==> config.mk <==
export PLATFORM = sky130hd
export DESIGN_NAME = tbl_access_unit
export DESIGN_NICKNAME = d
export VERILOG_FILES = /design/src/rtl/tbl_pkg.sv /design/src/rtl/tbl_op_decode.sv /design/src/rtl/tbl_ptr_reg.sv /design/src/rtl/tbl_latch_reg.sv /design/src/rtl/tbl_seq.sv /design/src/rtl/tbl_access_unit.sv
export SDC_FILE = /design/constraint.sdc
export NUM_CORES = 1
export LEC_CHECK = 0
export ABC_CLOCK_PERIOD_IN_PS = 3090
export BUFFER_PORTS_ARGS = -buffer_cell sky130_fd_sc_hd__buf_2
export CORE_MARGIN = 2
export CORE_UTILIZATION = 49
export DETAILED_ROUTE_END_ITERATION = 16
export PLACE_DENSITY = 0.82
export REMOVE_ABC_BUFFERS = 1
export SETUP_SLACK_MARGIN = 0.4
export SLEW_MARGIN = 0
export SYNTH_ARGS = -nofsm -noshare
export SYNTH_HDL_FRONTEND = slang
export SYNTH_SLANG_ARGS = --single-unit
==> constraint.sdc <==
create_clock -name clk_i -period 3.09 [get_ports clk_i]
set_clock_uncertainty 0.05 [all_clocks]
set_input_delay 0.618 -clock clk_i [delete_from_list [all_inputs] [get_ports clk_i]]
set_output_delay 0.618 -clock clk_i [all_outputs]
set_load 0.01 [all_outputs]
==> src/rtl/tbl_pkg.sv <==
package tbl_pkg;
  typedef enum logic [1:0] {
    ADJ_NONE     = 2'b00,
    ADJ_POST_INC = 2'b01,
    ADJ_POST_DEC = 2'b10,
    ADJ_PRE_INC  = 2'b11
  } adj_mode_e;

  typedef enum logic [1:0] {
    ST_IDLE   = 2'd0,
    ST_ACCESS = 2'd1,
    ST_FINISH = 2'd2
  } seq_state_e;

  typedef struct packed {
    logic      hit;
    logic      is_write;
    adj_mode_e mode;
  } tbl_op_t;
endpackage

==> src/rtl/tbl_op_decode.sv <==
module tbl_op_decode
  import tbl_pkg::*;
#(
  parameter int INSTR_W = 16
) (
  input  logic [INSTR_W-1:0] instr_i,
  output tbl_op_t            op_o
);
  localparam int HI_W = INSTR_W - 4;

  always_comb begin
    op_o.hit      = (instr_i[INSTR_W-1:4] == {HI_W{1'b0}}) && instr_i[3];
    op_o.is_write = instr_i[2];
    op_o.mode     = adj_mode_e'(instr_i[1:0]);
  end
endmodule

==> src/rtl/tbl_ptr_reg.sv <==
module tbl_ptr_reg #(
  parameter int PTR_W = 21
) (
  input  logic             clk_i,
  input  logic             rst_ni,
  input  logic             load_i,
  input  logic [PTR_W-1:0] load_val_i,
  input  logic             inc_i,
  input  logic             dec_i,
  output logic [PTR_W-1:0] ptr_o
);
  localparam logic [PTR_W-1:0] ONE = PTR_W'(1);

  logic [PTR_W-1:0] ptr_q, ptr_d;

  // natural width wrap gives modulo 2^PTR_W
  always_comb begin
    ptr_d = ptr_q;
    if (inc_i)       ptr_d = ptr_q + ONE;
    else if (dec_i)  ptr_d = ptr_q - ONE;
    else if (load_i) ptr_d = load_val_i;
  end

  always_ff @(posedge clk_i or negedge rst_ni) begin
    if (!rst_ni) ptr_q <= '0;
    else         ptr_q <= ptr_d;
  end

  assign ptr_o = ptr_q;
endmodule

==> src/rtl/tbl_latch_reg.sv <==
module tbl_latch_reg #(
  parameter int DATA_W = 8
) (
  input  logic              clk_i,
  input  logic              rst_ni,
  input  logic              sw_load_i,
  input  logic [DATA_W-1:0] sw_val_i,
  input  logic              mem_load_i,
  input  logic [DATA_W-1:0] mem_val_i,
  output logic [DATA_W-1:0] latch_o
);
  logic [DATA_W-1:0] latch_q;

  always_ff @(posedge clk_i or negedge rst_ni) begin
    if (!rst_ni)         latch_q <= '0;
    else if (mem_load_i) latch_q <= mem_val_i;
    else if (sw_load_i)  latch_q <= sw_val_i;
  end

  assign latch_o = latch_q;
endmodule

==> src/rtl/tbl_seq.sv <==
module tbl_seq
  import tbl_pkg::*;
(
  input  logic    clk_i,
  input  logic    rst_ni,
  input  logic    strobe_i,
  input  tbl_op_t op_i,
  output logic    accept_o,
  output logic    ptr_inc_o,
  output logic    ptr_dec_o,
  output logic    latch_capture_o,
  output logic    reg_wr_ok_o,
  output logic    mem_req_o,
  output logic    mem_we_o,
  output logic    busy_o
);
  seq_state_e state_q, state_d;
  logic       wr_q;
  adj_mode_e  mode_q;

  assign accept_o = (state_q == ST_IDLE) && strobe_i && op_i.hit;

  always_comb begin
    state_d = state_q;
    unique case (state_q)
      ST_IDLE:   if (accept_o) state_d = ST_ACCESS;
      ST_ACCESS: state_d = ST_FINISH;
      ST_FINISH: state_d = ST_IDLE;
      default:   state_d = ST_IDLE;
    endcase
  end

  always_ff @(posedge clk_i or negedge rst_ni) begin
    if (!rst_ni) begin
      state_q <= ST_IDLE;
      wr_q    <= 1'b0;
      mode_q  <= ADJ_NONE;
    end else begin
      state_q <= state_d;
      if (accept_o) begin
        wr_q   <= op_i.is_write;
        mode_q <= op_i.mode;
      end
    end
  end

  // pre-increment lands before the access cycle, post updates after it
  assign ptr_inc_o = (accept_o && op_i.mode == ADJ_PRE_INC) ||
                     (state_q == ST_ACCESS && mode_q == ADJ_POST_INC);
  assign ptr_dec_o = (state_q == ST_ACCESS) && (mode_q == ADJ_POST_DEC);

  assign latch_capture_o = (state_q == ST_FINISH) && !wr_q;
  assign reg_wr_ok_o     = (state_q == ST_IDLE) && !accept_o;
  assign mem_req_o       = (state_q == ST_ACCESS);
  assign mem_we_o        = (state_q == ST_ACCESS) && wr_q;
  assign busy_o          = (state_q != ST_IDLE);
endmodule

==> src/rtl/tbl_access_unit.sv <==
module tbl_access_unit
  import tbl_pkg::*;
#(
  parameter int INSTR_W = 16,
  parameter int PTR_W   = 21,
  parameter int DATA_W  = 8
) (
  input  logic               clk_i,
  input  logic               rst_ni,
  input  logic [INSTR_W-1:0] instr_i,
  input  logic               strobe_i,
  input  logic               ptr_wr_i,
  input  logic [PTR_W-1:0]   ptr_wdata_i,
  input  logic               latch_wr_i,
  input  logic [DATA_W-1:0]  latch_wdata_i,
  output logic               mem_req_o,
  output logic               mem_we_o,
  output logic [PTR_W-1:0]   mem_addr_o,
  output logic [DATA_W-1:0]  mem_wdata_o,
  input  logic [DATA_W-1:0]  mem_rdata_i,
  output logic               busy_o,
  output logic [PTR_W-1:0]   ptr_o,
  output logic [DATA_W-1:0]  latch_o
);
  tbl_op_t op;
  logic    accept, ptr_inc, ptr_dec, latch_cap, reg_wr_ok;

  tbl_op_decode #(.INSTR_W(INSTR_W)) u_dec (
    .instr_i (instr_i),
    .op_o    (op)
  );

  tbl_seq u_seq (
    .clk_i           (clk_i),
    .rst_ni          (rst_ni),
    .strobe_i        (strobe_i),
    .op_i            (op),
    .accept_o        (accept),
    .ptr_inc_o       (ptr_inc),
    .ptr_dec_o       (ptr_dec),
    .latch_capture_o (latch_cap),
    .reg_wr_ok_o     (reg_wr_ok),
    .mem_req_o       (mem_req_o),
    .mem_we_o        (mem_we_o),
    .busy_o          (busy_o)
  );

  tbl_ptr_reg #(.PTR_W(PTR_W)) u_ptr (
    .clk_i      (clk_i),
    .rst_ni     (rst_ni),
    .load_i     (ptr_wr_i && reg_wr_ok),
    .load_val_i (ptr_wdata_i),
    .inc_i      (ptr_inc),
    .dec_i      (ptr_dec),
    .ptr_o      (ptr_o)
  );

  tbl_latch_reg #(.DATA_W(DATA_W)) u_latch (
    .clk_i      (clk_i),
    .rst_ni     (rst_ni),
    .sw_load_i  (latch_wr_i && reg_wr_ok),
    .sw_val_i   (latch_wdata_i),
    .mem_load_i (latch_cap),
    .mem_val_i  (mem_rdata_i),
    .latch_o    (latch_o)
  );

  assign mem_addr_o  = ptr_o;
  assign mem_wdata_o = latch_o;

  // accept is consumed inside the sequencer
  logic unused_accept;
  assign unused_accept = accept;
endmodule

==> impl_metrics.csv <==
group,metric,value,unit
status,status,"completed",
finish,nFillCells,489,
floorplan,die_area,6532,sq um
worst_setup_path,critPathMaxFanout,9,
floorplan,pin_count,119,
cts,cts_root_buffer,"clkbuf_8",
global_route,gr-total-overflow,0,
sta,max_freq,387.4,MHz
finish,regArea,853.3,sq um
worst_setup_path,startpoint,"u_ptr.ptr_o[0]",
routing,drt-vias-per-instance,6.049,
routing,vias,3067,
yosys,synth-seq-cells,34,
yosys,synth_async_sr_flop_share,1.000,
floorplan,initial_core_util,0.5156,
power_and_ir_drop,vdd_drop_max,273.0,uV
placed_design,place_hpwl,6166,um
yosys,post-synth-top-area-fraction,0.2942,
placed_design,io_buffer_count,118,
power_and_ir_drop,leakage,1.577,nW
sta,period_share,0.8354,
sta,worst_pin_slew,0.9200,ns
routing,drt-total-wl,8292,um
power_and_ir_drop,finalPower,1.408,mW
power_and_ir_drop,p_per_area,403.6,nW/um^2
worst_setup_path,path_common_cell,"or4_4",
placed_design,dpl.cell_count,499,
sta,layout_min_cycle_time,2.581,ns
finish,fin_nets,494,
sta,rsz0062_at_grt,"false",
flow_run,max-cap-violations,0,
cts,clk_latency,0.30,ns
floorplan,chipWidth,80.82,um
yosys,yosys.area.top_type,"dfrtp_1",
yosys,netlist_area,2892,sq um
worst_setup_path,rr_worst_depth,6,
floorplan,die-height,80.82,um
worst_setup_path,setup.worst_path.class,"flop to flop",
yosys,synth_area_leaders,"dfrtp_1 29%, buf_4 7.5%, mux2i_1 6.6%",
global_route,grt_usage,0.2532,
finish,syn_to_final_growth,20.68,%
worst_setup_path,reg2reg_to,"u_ptr.ptr_o[20]",
sta,slew_headroom,0.3840,
global_route,grt_pass1_vias,2792,
worst_setup_path,r2r_slack,0.51,ns
yosys,synth_ff_type,"dfrtp_1",
cts,post-cts-setup-buffers,0,
yosys,syn_inst,339,
cts,ctsHtreeMaxLevel,2,
finish,finalNonFillerCells,507,
yosys,ys_seq_area_frac,0.2942,
cts,clock-sinks,34,
worst_setup_path,worstReg2RegStart,"u_ptr.ptr_o[0]",
placed_design,dp_slack,0.3015,ns
cts,cts_buffers,5,
routing,ant_nets,0,
worst_setup_path,arrival,2.72,ns
yosys,ys_types,70,
sta,fin_tns_setup,0,ns
finish,post-route-cell-area,3490,sq um
routing,wl_per_cell,16.36,um
yosys,yosys_warnings,0,
sta,setup_ws,0.5086,ns
yosys,avgSynthCellArea,8.530,sq um
global_route,grt_pass1_wl,13010,um
worst_setup_path,critPathLaunchType,"flop",
worst_setup_path,cp_slowest_cell,"or4_4",
sta,hold_violations,0,
placed_design,placed_area,3348,sq um
finish,antennaDiodeCount,0,
worst_setup_path,cp.required,3.23,ns
global_route,grt_max_degree,35,
floorplan,row_count,27,
cts,cts_tree,"done",
sta,slew_violations,0,
worst_setup_path,crit_path_end_kind,"flop",
cts,clk_pin_slew,0.09,ns
finish,multiInputGateArea,1660,sq um
sta,setup_viol,0,
worst_setup_path,critPathMaxStageDelay,0.50,ns
routing,drc_errors,0,
routing,firstDrtPassIters,5,
placed_design,routabilityCongestion,0.9016,
floorplan,core_area,5608,sq um
cts,clockBufferDepth,2,
finish,drive_above_1_share,0.3770,
worst_hold_path,hold_class,"input port to async pin",
global_route,antenna_found_initial,0,
routing,drt-initial-drc-count,346,
yosys,synth-edff-count,0,
worst_setup_path,crit_path_end,"u_ptr.ptr_o[20]",
worst_setup_path,crit_chain,"ha_1 > nand4_1 > or4_4 > or4_4 > mux2_4 > a211o_1",
through the flow:
stage          hold WS, ns    util
2_1_floorplan       0.2724       -
3_3_place_gp        0.4293  0.5971
3_5_place_dp        0.4501  0.5971
4_1_cts             0.3691  0.6216
5_1_grt             0.4044  0.6223
6_report            0.3481  0.6223
synthesized netlist by cell type (4+ instances only):
library cell,count
nand2_1,40
xnor2_1,8
o22ai_1,5
mux2i_1,19
nor4_1,8
inv_1,10
nand4_1,5
a211oi_1,5
a31oi_1,4
dfrtp_1,34
or3_1,7
o21ai_0,21
nor2b_1,4
nand3_1,14
nor3_1,7
a21oi_1,10
nor2_1,20
buf_4,29
a221o_1,4
clkbuf_1,7
kinds of logic (layout without fill, tap and decap cells):
family,Yosys count,after routing,synth area share
multiplexers,21,21,0.07486
adder cells (fa/ha/maj),2,2,0.008653
AND/OR/NAND/NOR,133,133,0.2466
buffers and inverters,56,152,0.1389
AO/OA/AOI/OAI,82,82,0.2034
XOR/XNOR,11,11,0.03332
flip-flops,34,34,0.2942
state kept, by name, indices dropped and copies added, names as in the netlist:
signal / flops
u_seq.mode_q: 2
u_latch.latch_o: 8
u_seq.wr_q: 1
u_ptr.ptr_o: 21
u_seq.state_q: 2
worst min-delay path by stage:
| stage | slack [ns] | start | endpoint |
|---|---|---|---|
| 2_1_floorplan | 0.27 | rst_ni | u_latch.latch_o[0] |
| 3_3_place_gp | 0.43 | u_latch.latch_o[4] | u_latch.latch_o[4] |
| 3_5_place_dp | 0.45 | u_latch.latch_o[0] | u_latch.latch_o[0] |
| 4_1_cts | 0.37 | rst_ni | u_seq.mode_q[0] |
| 5_1_grt | 0.40 | rst_ni | u_seq.mode_q[0] |
| 6_report | 0.35 | rst_ni | u_seq.mode_q[0] |
cell usage in the layout (no fill, tap or decap), drive strengths merged, types with 4 or more instances in the layout:
cell type  synthesis  final
inv               10     10
clkbuf            11      5
nand2             40     40
buf               33    134
nand3             15     15
nor4               8      8
nor2b              4      4
or4                6      6
nor3               7      7
nor2              20     20
dfrtp             34     34
xnor2              8      8
nand4              5      5
or3                8      8
o22ai              5      5
a31oi              4      4
a211oi             5      5
a21oi             10     10
mux2i             19     19
a221o              4      4
o21ai             22     22
where the power goes:
group | internal [mW] | switching, mW
logic | 0.156 | 0.174
clock network | 0.324 | 0.191
registers | 0.483 | 0.0808
total | 0.962 | 0.446
per-layer routing:
layer  track usage  wire [um]
met5             0          0
met4       0.08983         64
met3       0.04667        776
met2        0.4405       4101
met1        0.3132       3350
timing repair:
action | 4_1_cts | 5_1_grt
hold buffers | 0 | 0
setup endpoints to repair | 0 | 2
gates resized for setup | 0 | 3
final cells by class:
type,count,share of cell area
multi-input combinational,249,0.4758
clock inverter,3,0.01972
clock buffer,5,0.01972
tap,72,0.02582
inverter,10,0.01076
timing repair buffer,134,0.2037
sequential,34,0.2445
critical path: cells and delay by family, from the launching register on:
| kind | cells | cell delay (ns) |
|---|---|---|
| mux | 1 | 0.27 |
| simple gates | 3 | 1.15 |
| compound gates | 1 | 0.29 |
| fa+ha+maj | 1 | 0.27 |
| flops | 1 | 0.47 |
Power figures use the tool's default switching activity.
